File: src/rtl/dc_recon.sv
module dc_recon #(
  parameter int QPW  = 4,
  parameter int NPIX = 8
) (
  input  logic                 clk,
  input  logic                 rst_n,
  input  logic                 start,
  input  logic                 blk8,
  input  logic signed [15:0]   coef,
  input  logic [15:0]          iscale,
  input  logic [15:0]          weight,
  input  logic [QPW-1:0]       qp_shift,
  input  logic                 use_ext_dc,
  input  logic signed [15:0]   ext_dc,
  output logic                 busy,
  input  logic                 in_valid,
  output logic                 in_ready,
  input  logic [NPIX*8-1:0]    in_row,
  output logic                 out_valid,
  input  logic                 out_ready,
  output logic [NPIX*8-1:0]    out_row,
  output logic                 done
);
  localparam int CW = $clog2(NPIX + 1);

  typedef enum logic [1:0] {S_IDLE, S_CALC, S_RUN} st_t;
  st_t st;

  logic               m8, use_q;
  logic signed [15:0] coef_q, ext_q;
  logic [15:0]        isc_q, wt_q;
  logic [QPW-1:0]     qp_q;
  logic signed [10:0] res_q;
  logic [CW-1:0]      cnt_in, cnt_out, nrows;
  logic               ov, done_q;
  logic [NPIX*8-1:0]  orow, recon;

  // dequantization
  logic [31:0]        sw_full;
  logic signed [31:0] sw_x, coef_x, prod, shifted;
  logic signed [32:0] rnd_add, rnd_q;
  logic signed [15:0] deq_sat, dc;
  logic signed [16:0] dr;
  logic signed [10:0] res_w;

  assign sw_full = 32'(isc_q) * 32'(wt_q);
  assign sw_x    = 32'($signed(sw_full[15:0]));
  assign coef_x  = 32'(coef_q);
  assign prod    = sw_x * coef_x;
  assign shifted = prod <<< qp_q;
  assign rnd_add = {shifted[31], shifted} + (m8 ? 33'sd32 : 33'sd8);
  assign rnd_q   = m8 ? (rnd_add >>> 6) : (rnd_add >>> 4);
  assign deq_sat = (rnd_q > 33'sd32767)  ? 16'sh7fff :
                   (rnd_q < -33'sd32768) ? 16'sh8000 : rnd_q[15:0];
  assign dc      = (!m8 && use_q) ? ext_q : deq_sat;
  assign dr      = {dc[15], dc} + 17'sd32;
  assign res_w   = dr[16:6];

  // per-pixel add and clip
  for (genvar k = 0; k < NPIX; k++) begin : g_pix
    logic signed [11:0] sum;
    logic [7:0]         clp;
    assign sum = $signed({4'b0, in_row[8*k +: 8]}) + 12'(res_q);
    assign clp = sum[11] ? 8'd0 : (sum > 12'sd255) ? 8'd255 : sum[7:0];
    if (k < 4) begin : g_lo
      assign recon[8*k +: 8] = clp;
    end else begin : g_hi
      assign recon[8*k +: 8] = m8 ? clp : 8'd0;
    end
  end

  assign nrows     = m8 ? CW'(NPIX) : CW'(4);
  assign busy      = (st != S_IDLE);
  assign in_ready  = (st == S_RUN) && (cnt_in != nrows) && (!ov || out_ready);
  assign out_valid = ov;
  assign out_row   = orow;
  assign done      = done_q;

  wire in_fire  = in_valid && in_ready;
  wire out_fire = ov && out_ready;

  always_ff @(posedge clk or negedge rst_n) begin
    if (!rst_n) begin
      st <= S_IDLE; m8 <= 1'b0; use_q <= 1'b0;
      coef_q <= '0; ext_q <= '0; isc_q <= '0; wt_q <= '0; qp_q <= '0;
      res_q <= '0; cnt_in <= '0; cnt_out <= '0;
      ov <= 1'b0; orow <= '0; done_q <= 1'b0;
    end else begin
      done_q <= 1'b0;
      case (st)
        S_IDLE: if (start) begin
          m8 <= blk8; use_q <= use_ext_dc; coef_q <= coef; ext_q <= ext_dc;
          isc_q <= iscale; wt_q <= weight; qp_q <= qp_shift;
          cnt_in <= '0; cnt_out <= '0;
          st <= S_CALC;
        end
        S_CALC: begin
          res_q <= res_w;
          st <= S_RUN;
        end
        S_RUN: begin
          if (in_fire) cnt_in <= cnt_in + 1'b1;
          if (out_fire) begin
            cnt_out <= cnt_out + 1'b1;
            if (cnt_out == nrows - 1'b1) begin
              done_q <= 1'b1;
              st <= S_IDLE;
            end
          end
        end
        default: st <= S_IDLE;
      endcase
      if (in_fire) begin
        orow <= recon;
        ov <= 1'b1;
      end else if (out_fire) begin
        ov <= 1'b0;
      end
    end
  end


  out_hold_chk: assert property (@(posedge clk) disable iff (!rst_n)
    ov && !out_ready |=> ov && $stable(orow));

  idle_ready_chk: assert property (@(posedge clk) disable iff (!rst_n)
    !busy |-> !in_ready);

  done_pulse_chk: assert property (@(posedge clk) disable iff (!rst_n)
    done |=> !done);

  done_idle_chk: assert property (@(posedge clk) disable iff (!rst_n)
    done |-> !busy && !ov);

  operand_hold_chk: assert property (@(posedge clk) disable iff (!rst_n)
    (st == S_RUN) && start |=> $stable(coef_q) && $stable(m8) && $stable(qp_q));

  res_range_chk: assert property (@(posedge clk) disable iff (!rst_n)
    (st == S_RUN) |-> (res_q >= -11'sd512) && (res_q <= 11'sd512));

  row_count_chk: assert property (@(posedge clk) disable iff (!rst_n)
    (cnt_out <= cnt_in) && (cnt_in <= nrows));
endmodule

File: config.mk
export PLATFORM = sky130hd
export DESIGN_NAME = dc_recon
export DESIGN_NICKNAME = d
export VERILOG_FILES = /design/src/rtl/dc_recon.sv
export SDC_FILE = /design/constraint.sdc
export NUM_CORES = 2
export LEC_CHECK = 0
export ABC_AREA = 1
export BUFFER_PORTS_ARGS = -buffer_cell sky130_fd_sc_hd__clkbuf_2
export CORE_ASPECT_RATIO = 0.9
export CORE_MARGIN = 4
export CORE_UTILIZATION = 55
export DETAILED_ROUTE_END_ITERATION = 8
export GPL_TIMING_DRIVEN = 1
export HOLD_SLACK_MARGIN = 0.06
export PLACE_DENSITY = 0.78
export SLEW_MARGIN = 20
export SYNTH_ARGS = -nofsm -noshare
export SYNTH_HDL_FRONTEND = slang
export SYNTH_SLANG_ARGS = --single-unit
File: constraint.sdc
create_clock -name clk -period 16.1 [get_ports clk]
set_input_delay 2.415 -clock clk [delete_from_list [all_inputs] [get_ports clk]]
set_output_delay 2.415 -clock clk [all_outputs]
set_load 0.01 [all_outputs]
==> flow_summary.json <==
{
  "synth_seq_cells": 152,
  "clock_sinks": 152,
  "holdWs_ns": 0.483,
  "cts_hold_buffers": 0,
  "area_delta_synth_final_pct": 7.76,
  "fin_nets": 4768,
  "floorplan.initialDensity_pct": 55.8,
  "root_buffer": "clkbuf_16",
  "cts-buffers-inserted": 17,
  "slowest_stage": "fa_1",
  "path_class": "flip-flop to flip-flop",
  "slew_violations": 0,
  "cts_tree": "yes",
  "yosysUniqueCellTypes": 50,
  "startpoint": "wt_q[1]$_DFFE_PN0P_",
  "finalHoldViolations": 0,
  "synth-main-ff-cell": "dfrtp_1",
  "layout_min_cycle_time_ns": 14.55,
  "fillers": 4549,
  "path_clk_slew_ns": 0.07,
  "wire_per_inst_um": 16.0,
  "reg2reg_to": "res_q[9]$_DFFE_PN0N_",
  "cp_slowest_stage_delay_ns": 0.89,
  "grt_pass1_wl_um": 126000,
  "arrival_ns": 14.92,
  "clk_path_buf_depth": 2,
  "grt_usage_pct": 28.9,
  "layout_worst_path_cycle_share_pct": 90.4,
  "io_pins": 207,
  "vias": 25800,
  "portBuffers": 201,
  "drt_iter0_markers": 2398,
  "drc_errors": 0,
  "outcome": "completed",
  "ys_seq_area_share_pct": 13.8,
  "die_w_um": 244,
  "drtPass1Iterations": 6,
  "endpoint": "res_q[9]$_DFFE_PN0N_",
  "antenna_left": 0,
  "rows": 77,
  "syn-num-nets": 4650,
  "critPathMaxFanout": 16,
  "rr_worst_depth": 70,
  "synth_edf_count": 0,
  "end_kind": "flip-flop",
  "die_h_um": 221,
  "placed_cell_area_mm2": 0.0291,
  "syn_inst": 3966,
  "drive_gt1_share_pct": 10.0,
  "crit_top_cell": "nand2_1",
  "final.setup_skew_ns": 0.0209,
  "die-area_mm2": 0.0538,
  "h-tree-depth": 4,
  "grt_pass1_vias": 25100,
  "gp_congestion": 0.975,
  "insertion_delay_ns": 0.49,
  "grt_max_degree": 78,
  "tightestPinTransition_ns": 0.984,
  "routed_wl_um": 76200,
  "min_path_type": "flip-flop to flip-flop",
  "max_cap_violations": 0,
  "tns_ns": 0,
  "vias_per_cell": 5.42,
  "rsz0062_at_grt": "false",
  "setup_violations": 0,
  "crit_required_ns": 16.47,
  "stdcell_area_mm2": 0.0297,
  "timing.rr.start": "wt_q[1]$_DFFE_PN0P_",
  "grt-ovfl-total": 0,
  "synth.cell_area_mm2": 0.0276,
  "maxSlewHeadroom_pct": 34.4,
  "syn_area_per_cell_um2": 6.96,
  "rrSetupSlack_ns": 1.55,
  "core_area_mm2": 0.0494,
  "async_reset_ff_share_pct": 100,
  "start_kind": "flip-flop",
  "antenna_found_initial": 1,
  "ys_warn_count": 0,
  "detailed_place_hpwl_um": 61500,
  "max_freq_mhz": 68.7
}
synthesized netlist by cell type (26+ instances only):
cell	count	area, µm²
nand2_2	29	181
inv_2	28	105
nand3_1	351	1760
nand2_1	1104	4140
or2_2	33	206
xor2_1	53	464
inv_1	787	2950
clkbuf_1	81	304
fa_1	344	6890
a21oi_1	134	671
nor2_1	255	957
dfrtp_1	152	3800
nand3_2	26	260
o21ai_0	143	716
ha_1	201	2510
nand4_1	43	269
final cells by class:
cell class | instances | area (µm²) | share of cell area, %
multi-input combinational | 2872 | 20200 | 68.1
timing repair buffer | 218 | 1140 | 3.83
inverter | 823 | 3090 | 10.4
clock buffer | 18 | 439 | 1.48
sequential | 152 | 3800 | 12.8
tap | 671 | 840 | 2.82
clock inverter | 14 | 175 | 0.589
antenna | 1 | 2.50 | 0.00841
per-layer routing:
layer,share of wire [%],track usage (%)
met3,10,7.02
met4,2.7,9.08
met1,43,41.0
met5,0,0
met2,44,44.1
how the worst min path moves through the flow:
stage                                 start                 endpoint  slack, ns  cells past startpoint
CTS                 out_row[15]$_DFFE_PN0P_  out_row[15]$_DFFE_PN0P_       0.48                      2
floorplan              ext_q[6]$_DFFE_PN0P_     ext_q[6]$_DFFE_PN0P_       0.44                      2
global placement       ext_q[6]$_DFFE_PN0P_     ext_q[6]$_DFFE_PN0P_       0.46                      2
global route           ext_q[6]$_DFFE_PN0P_     ext_q[6]$_DFFE_PN0P_       0.50                      2
finish              out_row[17]$_DFFE_PN0P_  out_row[17]$_DFFE_PN0P_       0.48                      2
detailed placement  out_row[15]$_DFFE_PN0P_  out_row[15]$_DFFE_PN0P_       0.46                      2
state kept, by name, indices dropped and copies added (netlist names):
| signal | count |
|---|---|
| cnt_out | 4 |
| out_valid | 1 |
| m8 | 1 |
| qp_q | 4 |
| st | 2 |
| done | 1 |
| out_row | 64 |
| use_q | 1 |
| res_q | 11 |
| wt_q | 16 |
| isc_q | 16 |
| ext_q | 11 |
| coef_q | 16 |
| cnt_in | 4 |
worst max-delay path: cells and delay by family (launching register included):
kind                       cells  cell delay (ns)
buffers and inverters         12             1.04
AOI/OAI and AO/OA              4             0.39
and+or+nand+nor               39             5.01
adders and majority gates     15             7.20
DFF                            1             0.78
stage by stage:
step	utilization, %	cells	setup slack (ns)
5_1_grt	60.2	4769	0.267
2_1_floorplan	-	3966	2.78
3_3_place_gp	58.9	4736	1.58
6_report	60.2	4769	1.55
4_1_cts	60.1	4768	1.37
3_5_place_dp	58.9	4736	1.42
placed cells by master (no fill, tap or decap), types with 18 or more instances in the layout:
cell type	instances
nand2_2	31
a21oi_1	134
ha_1	201
xor2_1	53
nand2_1	1102
o21bai_1	18
clkbuf_2	200
nand3_1	351
or2_2	33
o21ai_0	143
fa_1	344
xnor2_1	25
nand3_2	26
inv_2	28
nor2_1	255
nand4_1	43
nor2_2	18
inv_1	786
dfrtp_1	152
kinds of logic (layout without fill, tap and decap cells):
group	Yosys count	count (layout)	share of synthesized area, %
AND/OR/NAND/NOR	1905	1905	30.0
buffers and inverters	942	1073	12.9
adder cells (fa/ha/maj)	545	545	34.1
AO/OA/AOI/OAI	341	341	6.67
flip-flops	152	152	13.8
XOR/XNOR	78	78	2.48
multiplexers	3	3	0.109
other	0	1	0
timing repair:
action	in CTS	in global routing
endpoints found under the hold margin	0	0
endpoints found under the setup margin	0	1
resized for setup	0	1
setup buffers	0	0
Power is left out: the tool's default activity adds up to more than one toggle a clock period on the data nets, which glitch-free logic cannot reach.
